$ cat config.mk
export PLATFORM = sky130hd
export DESIGN_NAME = ovf_lazy_top
export DESIGN_NICKNAME = d
export VERILOG_FILES = /design/src/rtl/ovf_pkg.sv /design/src/rtl/ovf_ctrl.sv /design/src/rtl/ovf_dpath.sv /design/src/rtl/ovf_lazy_top.sv
export SDC_FILE = /design/constraint.sdc
export NUM_CORES = 1
export LEC_CHECK = 0
export ABC_AREA = 0
export BUFFER_PORTS_ARGS = -buffer_cell sky130_fd_sc_hd__buf_4
export CORE_UTILIZATION = 47
export CTS_CLUSTER_SIZE = 24
export DETAILED_ROUTE_END_ITERATION = 6
export HOLD_SLACK_MARGIN = 0.1
export PLACE_DENSITY = 0.91
export SETUP_SLACK_MARGIN = 0.4
export SLEW_MARGIN = 5
export SYNTH_ARGS = -nofsm -noshare
export SYNTH_HDL_FRONTEND = slang
export SYNTH_SLANG_ARGS = --single-unit
$ cat constraint.sdc
create_clock -name clk -period 4.4 [get_ports clk]
set_input_delay 0.88 -clock clk [delete_from_list [all_inputs] [get_ports clk]]
set_output_delay 0.88 -clock clk [all_outputs]
set_load 0.005 [all_outputs]
$ cat src/rtl/ovf_pkg.sv
package ovf_pkg;

  typedef enum logic [2:0] {
    KIND_EAGER = 3'd0,
    KIND_INC   = 3'd1,
    KIND_DEC   = 3'd2,
    KIND_SUB   = 3'd3,
    KIND_SHIFT = 3'd4
  } opKind_e;

  // strobes from control to datapath
  typedef struct packed {
    logic capture;
    logic wide;
    logic selEager;
    logic selInc;
    logic selDec;
    logic selSub;
    logic selShift;
  } ovfStrobe_t;

endpackage

$ cat src/rtl/ovf_ctrl.sv
module ovf_ctrl
  import ovf_pkg::*;
(
  input  logic       clk,
  input  logic       rstN,
  input  logic       loadEn,
  input  logic [2:0] loadKind,
  input  logic       loadWide,
  output ovfStrobe_t strobes
);

  logic [2:0] kindQ;
  logic       wideQ;

  always_ff @(posedge clk or negedge rstN) begin
    if (!rstN) begin
      kindQ <= KIND_EAGER;
      wideQ <= 1'b1;
    end else if (loadEn) begin
      kindQ <= loadKind;
      wideQ <= loadWide;
    end
  end

  always_comb begin
    strobes          = '0;
    strobes.capture  = loadEn;
    strobes.wide     = wideQ;
    case (kindQ)
      KIND_EAGER: strobes.selEager = 1'b1;
      KIND_INC:   strobes.selInc   = 1'b1;
      KIND_DEC:   strobes.selDec   = 1'b1;
      KIND_SUB:   strobes.selSub   = 1'b1;
      KIND_SHIFT: strobes.selShift = 1'b1;
      default:    ;  // unused codes select nothing
    endcase
  end

  // at most one rule is selected at any time
  a_r9_one_rule: assert property (@(posedge clk) disable iff (!rstN)
    $onehot0({strobes.selEager, strobes.selInc, strobes.selDec,
              strobes.selSub, strobes.selShift}));

endmodule

$ cat src/rtl/ovf_dpath.sv
module ovf_dpath
  import ovf_pkg::*;
#(
  parameter int DATA_W = 16,
  parameter int BYTE_W = 8,
  parameter int OF_POS = 11
) (
  input  logic              clk,
  input  logic              rstN,
  input  ovfStrobe_t        strobes,
  input  logic [DATA_W-1:0] loadSrc,
  input  logic [DATA_W-1:0] loadDst,
  input  logic [DATA_W-1:0] loadRes,
  output logic              ofOut
);

  localparam logic [DATA_W-1:0] LOW_MASK  = {{(DATA_W-BYTE_W){1'b0}}, {BYTE_W{1'b1}}};
  localparam logic [DATA_W-1:0] WORD_SIGN = {1'b1, {(DATA_W-1){1'b0}}};
  localparam logic [DATA_W-1:0] BYTE_SIGN = {{(DATA_W-BYTE_W){1'b0}}, 1'b1, {(BYTE_W-1){1'b0}}};

  logic [DATA_W-1:0] srcQ, dstQ, resQ;

  always_ff @(posedge clk or negedge rstN) begin
    if (!rstN) begin
      srcQ <= '0;
      dstQ <= '0;
      resQ <= '0;
    end else if (strobes.capture) begin
      srcQ <= loadSrc;
      dstQ <= loadDst;
      resQ <= loadRes;
    end
  end

  // width-dependent views
  logic [DATA_W-1:0] resView, signMask;
  logic              srcSign, dstSign, resSign;

  always_comb begin
    signMask = strobes.wide ? WORD_SIGN : BYTE_SIGN;
    resView  = strobes.wide ? resQ : (resQ & LOW_MASK);
    srcSign  = strobes.wide ? srcQ[DATA_W-1] : srcQ[BYTE_W-1];
    dstSign  = strobes.wide ? dstQ[DATA_W-1] : dstQ[BYTE_W-1];
    resSign  = strobes.wide ? resQ[DATA_W-1] : resQ[BYTE_W-1];
  end

  // per-kind candidate overflow bits
  logic ofEager, ofInc, ofDec, ofSub, ofShift;

  always_comb begin
    ofEager = resQ[OF_POS];
    ofInc   = (resView == signMask);
    ofDec   = (resView == (signMask - 1'b1));
    ofSub   = (srcSign ^ dstSign) & (dstSign ^ resSign);
    ofShift = dstSign ^ resSign;
  end

  assign ofOut = (strobes.selEager & ofEager) |
                 (strobes.selInc   & ofInc)   |
                 (strobes.selDec   & ofDec)   |
                 (strobes.selSub   & ofSub)   |
                 (strobes.selShift & ofShift);

  // a word-wide shift record whose operand sign bits differ yields OF
  a_r6_shift_word: assert property (@(posedge clk) disable iff (!rstN)
    strobes.selShift && strobes.wide && (dstQ[DATA_W-1] != resQ[DATA_W-1]) |-> ofOut);

endmodule

$ cat src/rtl/ovf_lazy_top.sv
module ovf_lazy_top
  import ovf_pkg::*;
#(
  parameter int DATA_W = 16,
  parameter int BYTE_W = 8,
  parameter int OF_POS = 11
) (
  input  logic              clk,
  input  logic              rstN,
  input  logic              loadEn,
  input  logic [2:0]        loadKind,
  input  logic [DATA_W-1:0] loadSrc,
  input  logic [DATA_W-1:0] loadDst,
  input  logic [DATA_W-1:0] loadRes,
  input  logic              loadWide,
  output logic              ofOut
);

  ovfStrobe_t strobes;

  ovf_ctrl u_ctrl (
    .clk      (clk),
    .rstN     (rstN),
    .loadEn   (loadEn),
    .loadKind (loadKind),
    .loadWide (loadWide),
    .strobes  (strobes)
  );

  ovf_dpath #(
    .DATA_W (DATA_W),
    .BYTE_W (BYTE_W),
    .OF_POS (OF_POS)
  ) u_dpath (
    .clk     (clk),
    .rstN    (rstN),
    .strobes (strobes),
    .loadSrc (loadSrc),
    .loadDst (loadDst),
    .loadRes (loadRes),
    .ofOut   (ofOut)
  );

  localparam logic [DATA_W-1:0] WORD_SIGN = {1'b1, {(DATA_W-1){1'b0}}};

  // without a load the flag holds
  a_r2_hold: assert property (@(posedge clk) disable iff (!rstN)
    !loadEn |=> $stable(ofOut));

  // word increment landing on the sign mask overflows
  a_r3_inc_word: assert property (@(posedge clk) disable iff (!rstN)
    loadEn && loadKind == KIND_INC && loadWide && loadRes == WORD_SIGN |=> ofOut);

  // byte decrement landing on 0x7F overflows, upper byte ignored
  a_r4_dec_byte: assert property (@(posedge clk) disable iff (!rstN)
    loadEn && loadKind == KIND_DEC && !loadWide &&
    loadRes[BYTE_W-1:0] == {1'b0, {(BYTE_W-1){1'b1}}} |=> ofOut);

  // eager kind copies the fixed flag-word bit
  a_r7_eager: assert property (@(posedge clk) disable iff (!rstN)
    loadEn && loadKind == KIND_EAGER |=> ofOut == $past(loadRes[OF_POS]));

  // unused kind codes never report overflow
  a_r9_unused: assert property (@(posedge clk) disable iff (!rstN)
    loadEn && loadKind > KIND_SHIFT |=> !ofOut);

endmodule

==> impl_metrics.json <==
{
  "layout_commonest_cell": "buf_4",
  "drt_wl_total_mm": 2.066,
  "ant_nets": 0,
  "drtPass1Iterations": 4,
  "grt_pass1_vias": 809,
  "final.min_clock_period_ns": 2.775,
  "hold_viol": 0,
  "maxSlewViolCount": 0,
  "muxShareOfSynthArea_pct": 24.63,
  "post-place-ws_ns": 1.988,
  "seq_area_frac_synth_pct": 54.85,
  "ys_ff_latch": 24,
  "grt_max_degree": 25,
  "drc": 0,
  "status": "finished, final reports clean",
  "crit_family": "simple AND/OR/NAND/NOR gates",
  "row_count": 17,
  "dp.final_hpwl_mm": 1.536,
  "clk_pin_slew_ns": 0.13,
  "slowest_delay_ns": 0.54,
  "synth_area_per_cell_um2": 13.38,
  "post_drt_wl_per_cell_um": 14.97,
  "start_util_pct": 49.60,
  "synth_simple_gate_area_share_pct": 12.31,
  "vdd_drop_max_v": 0.0002405,
  "grt_usage_pct": 19.70,
  "synth-edff-count": 0,
  "relSlewSlack_pct": 74.69,
  "arrival_ns": 1.90,
  "synth_top_family_by_area": "multiplexers",
  "die_x_um": 50.32,
  "setup_viol": 0,
  "tightest_slew_ns": 0.3748,
  "htree_levels": 1,
  "io_pins": 56,
  "via_per_inst": 5.572,
  "cts.path.max_buffers": 2,
  "synth_xor_area_share_pct": 0.7982,
  "rsz0062_at_grt": "false",
  "ctsResizeCount": 0,
  "synth_compound_area_share_pct": 6.157,
  "cts_buffers": 3,
  "clockRootBuffer": "clkbuf_4",
  "core_um2": 2212,
  "setup_tns_ns": 0,
  "cpMaxStageDelayCell": "or4_4",
  "maxCapViolCount": 0,
  "synth_top_cells_by_area": "dfrtp_1 (52%), mux2_2 (25%), dfstp_2 (2.4%), nor2b_1 (2.3%), nor2_1 (1.7%)",
  "cp_data_required_time_ns": 3.52,
  "setup.worst_path.start_class": "flip-flop",
  "grt_pass1_wl_mm": 3.615,
  "synth_ff_type": "dfrtp_1",
  "critPathBufInv": 1,
  "clock_sinks": 24,
  "end_kind": "output pin",
  "cp_cell_sequence": "or4_4 -> nor3_2 -> o2111ai_1 -> a32oi_1 -> buf_4",
  "crit_fanout": 3,
  "dr_total_vias": 769,
  "syn-num-nets": 137,
  "die_h_um": 50.32,
  "port_buffers": 27,
  "yosysTopAreaCell": "dfrtp_1",
  "antennaDiodeCount": 0,
  "cts_hold_buf": 0,
  "post_cts_buffers": 0,
  "layout.nets": 166,
  "finalClockSkew_ns": 0,
  "layout_common_cells": "buf_4 (27), mux2_2 (24), dfrtp_1 (23)",
  "gp_congestion": 0.7284,
  "netlist-cell-type-count": 26,
  "synth_top_area_share_pct": 52.45,
  "final_core_util_pct": 61.37,
  "netlist_instances": 82,
  "crit_type": "reg -> out",
  "ys_warn_count": 0,
  "syn-cell-area_um2": 1097,
  "grt_remaining_overflow": 0,
  "synth_adder_area_share_pct": 0,
  "p_leak_nw": 0.5759,
  "clock_latency_ns": 0.32,
  "die-area_um2": 2532,
  "async_reset_ff_share_pct": 100.0,
  "fmax_mhz": 360.3,
  "period_share_pct": 63.08,
  "hold_class": "in -> async",
  "power.density_nw_per_um2": 334.2,
  "setup_slack_ns": 1.625,
  "drive_above_1_share_pct": 52.73,
  "antenna_found_initial": 0,
  "syn_to_final_growth_pct": 23.72,
  "cts_tree": "built",
  "drt_iter0_drc": 10
}
-- stage by stage --
step                instance area, um2  hold slack [ns]  total power [mW]  cells
finish                            1358           0.4269            0.4537    138
global placement                  1321           0.5128            0.3371    134
floorplan                         1097           0.4948            0.3065     82
CTS                               1358           0.4278            0.4589    138
global route                      1358           0.4222            0.4795    138
detailed placement                1321           0.5197            0.3425    134
-- synthesized netlist by cell type (2+ instances only) --
| cell type | number |
|---|---|
| nand4_1 | 2 |
| nand2_1 | 2 |
| dfrtp_1 | 23 |
| nor2_1 | 5 |
| buf_2 | 2 |
| mux2_2 | 24 |
| a32oi_1 | 2 |
| nor2b_1 | 4 |
-- sequential cells by signal, summed over array words and instances (netlist names) --
| register | flops |
|---|---|
| u_dpath.resQ | 16 |
| u_ctrl.wideQ | 1 |
| u_dpath.dstQ | 2 |
| u_dpath.srcQ | 2 |
| u_ctrl.kindQ | 3 |
-- worst paths after layout --
check / startpoint / to / slack (ns) / cells past startpoint
max in group asynchronous: rstN / u_ctrl.wideQ / 3.69 / 1
hold / removal: rstN / u_dpath.dstQ[15] / 0.43 / 1
hold reg to reg: u_dpath.resQ[0] / u_dpath.resQ[0] / 0.55 / 1
setup reg to reg: u_dpath.resQ[15] / u_dpath.resQ[15] / 3.55 / 1
setup / recovery: u_dpath.resQ[2] / ofOut / 1.62 / 5
min in group clk: u_dpath.resQ[0] / u_dpath.resQ[0] / 0.55 / 1
-- power breakdown --
part,switching (mW),internal (mW),leakage [nW]
logic,0.0247,0.0467,0.275
registers,0.0226,0.243,0.279
clock network,0.0657,0.0507,0.0210
total,0.113,0.341,0.576
-- area by class of cell --
cell class | count | area (um2)
Tap cell | 28 | 35.03
Multi-Input combinational cell | 55 | 481.7
Fill cell | 188 | 854.6
Clock buffer | 4 | 36.28
Sequential cell | 24 | 601.8
Timing Repair Buffer | 27 | 202.7
-- kinds of logic (layout without fill, tap and decap cells) --
kind of cell	count (synthesis)	after routing
and+or+nand+nor	22	22
xor gates and xnor gates	1	1
DFF	24	24
muxes	24	24
buffers and inverters	3	31
AOI/OAI and AO/OA	8	8
-- routing by layer --
layer	up-vias	global-route usage, %	part of all wire, %
met3	5	3.030	3.5
li1	367	-	-
met1	380	23.80	41
met2	17	32.44	53
met5	-	0	0
met4	0	12.96	2.3
(Power assumes the default switching activity.)
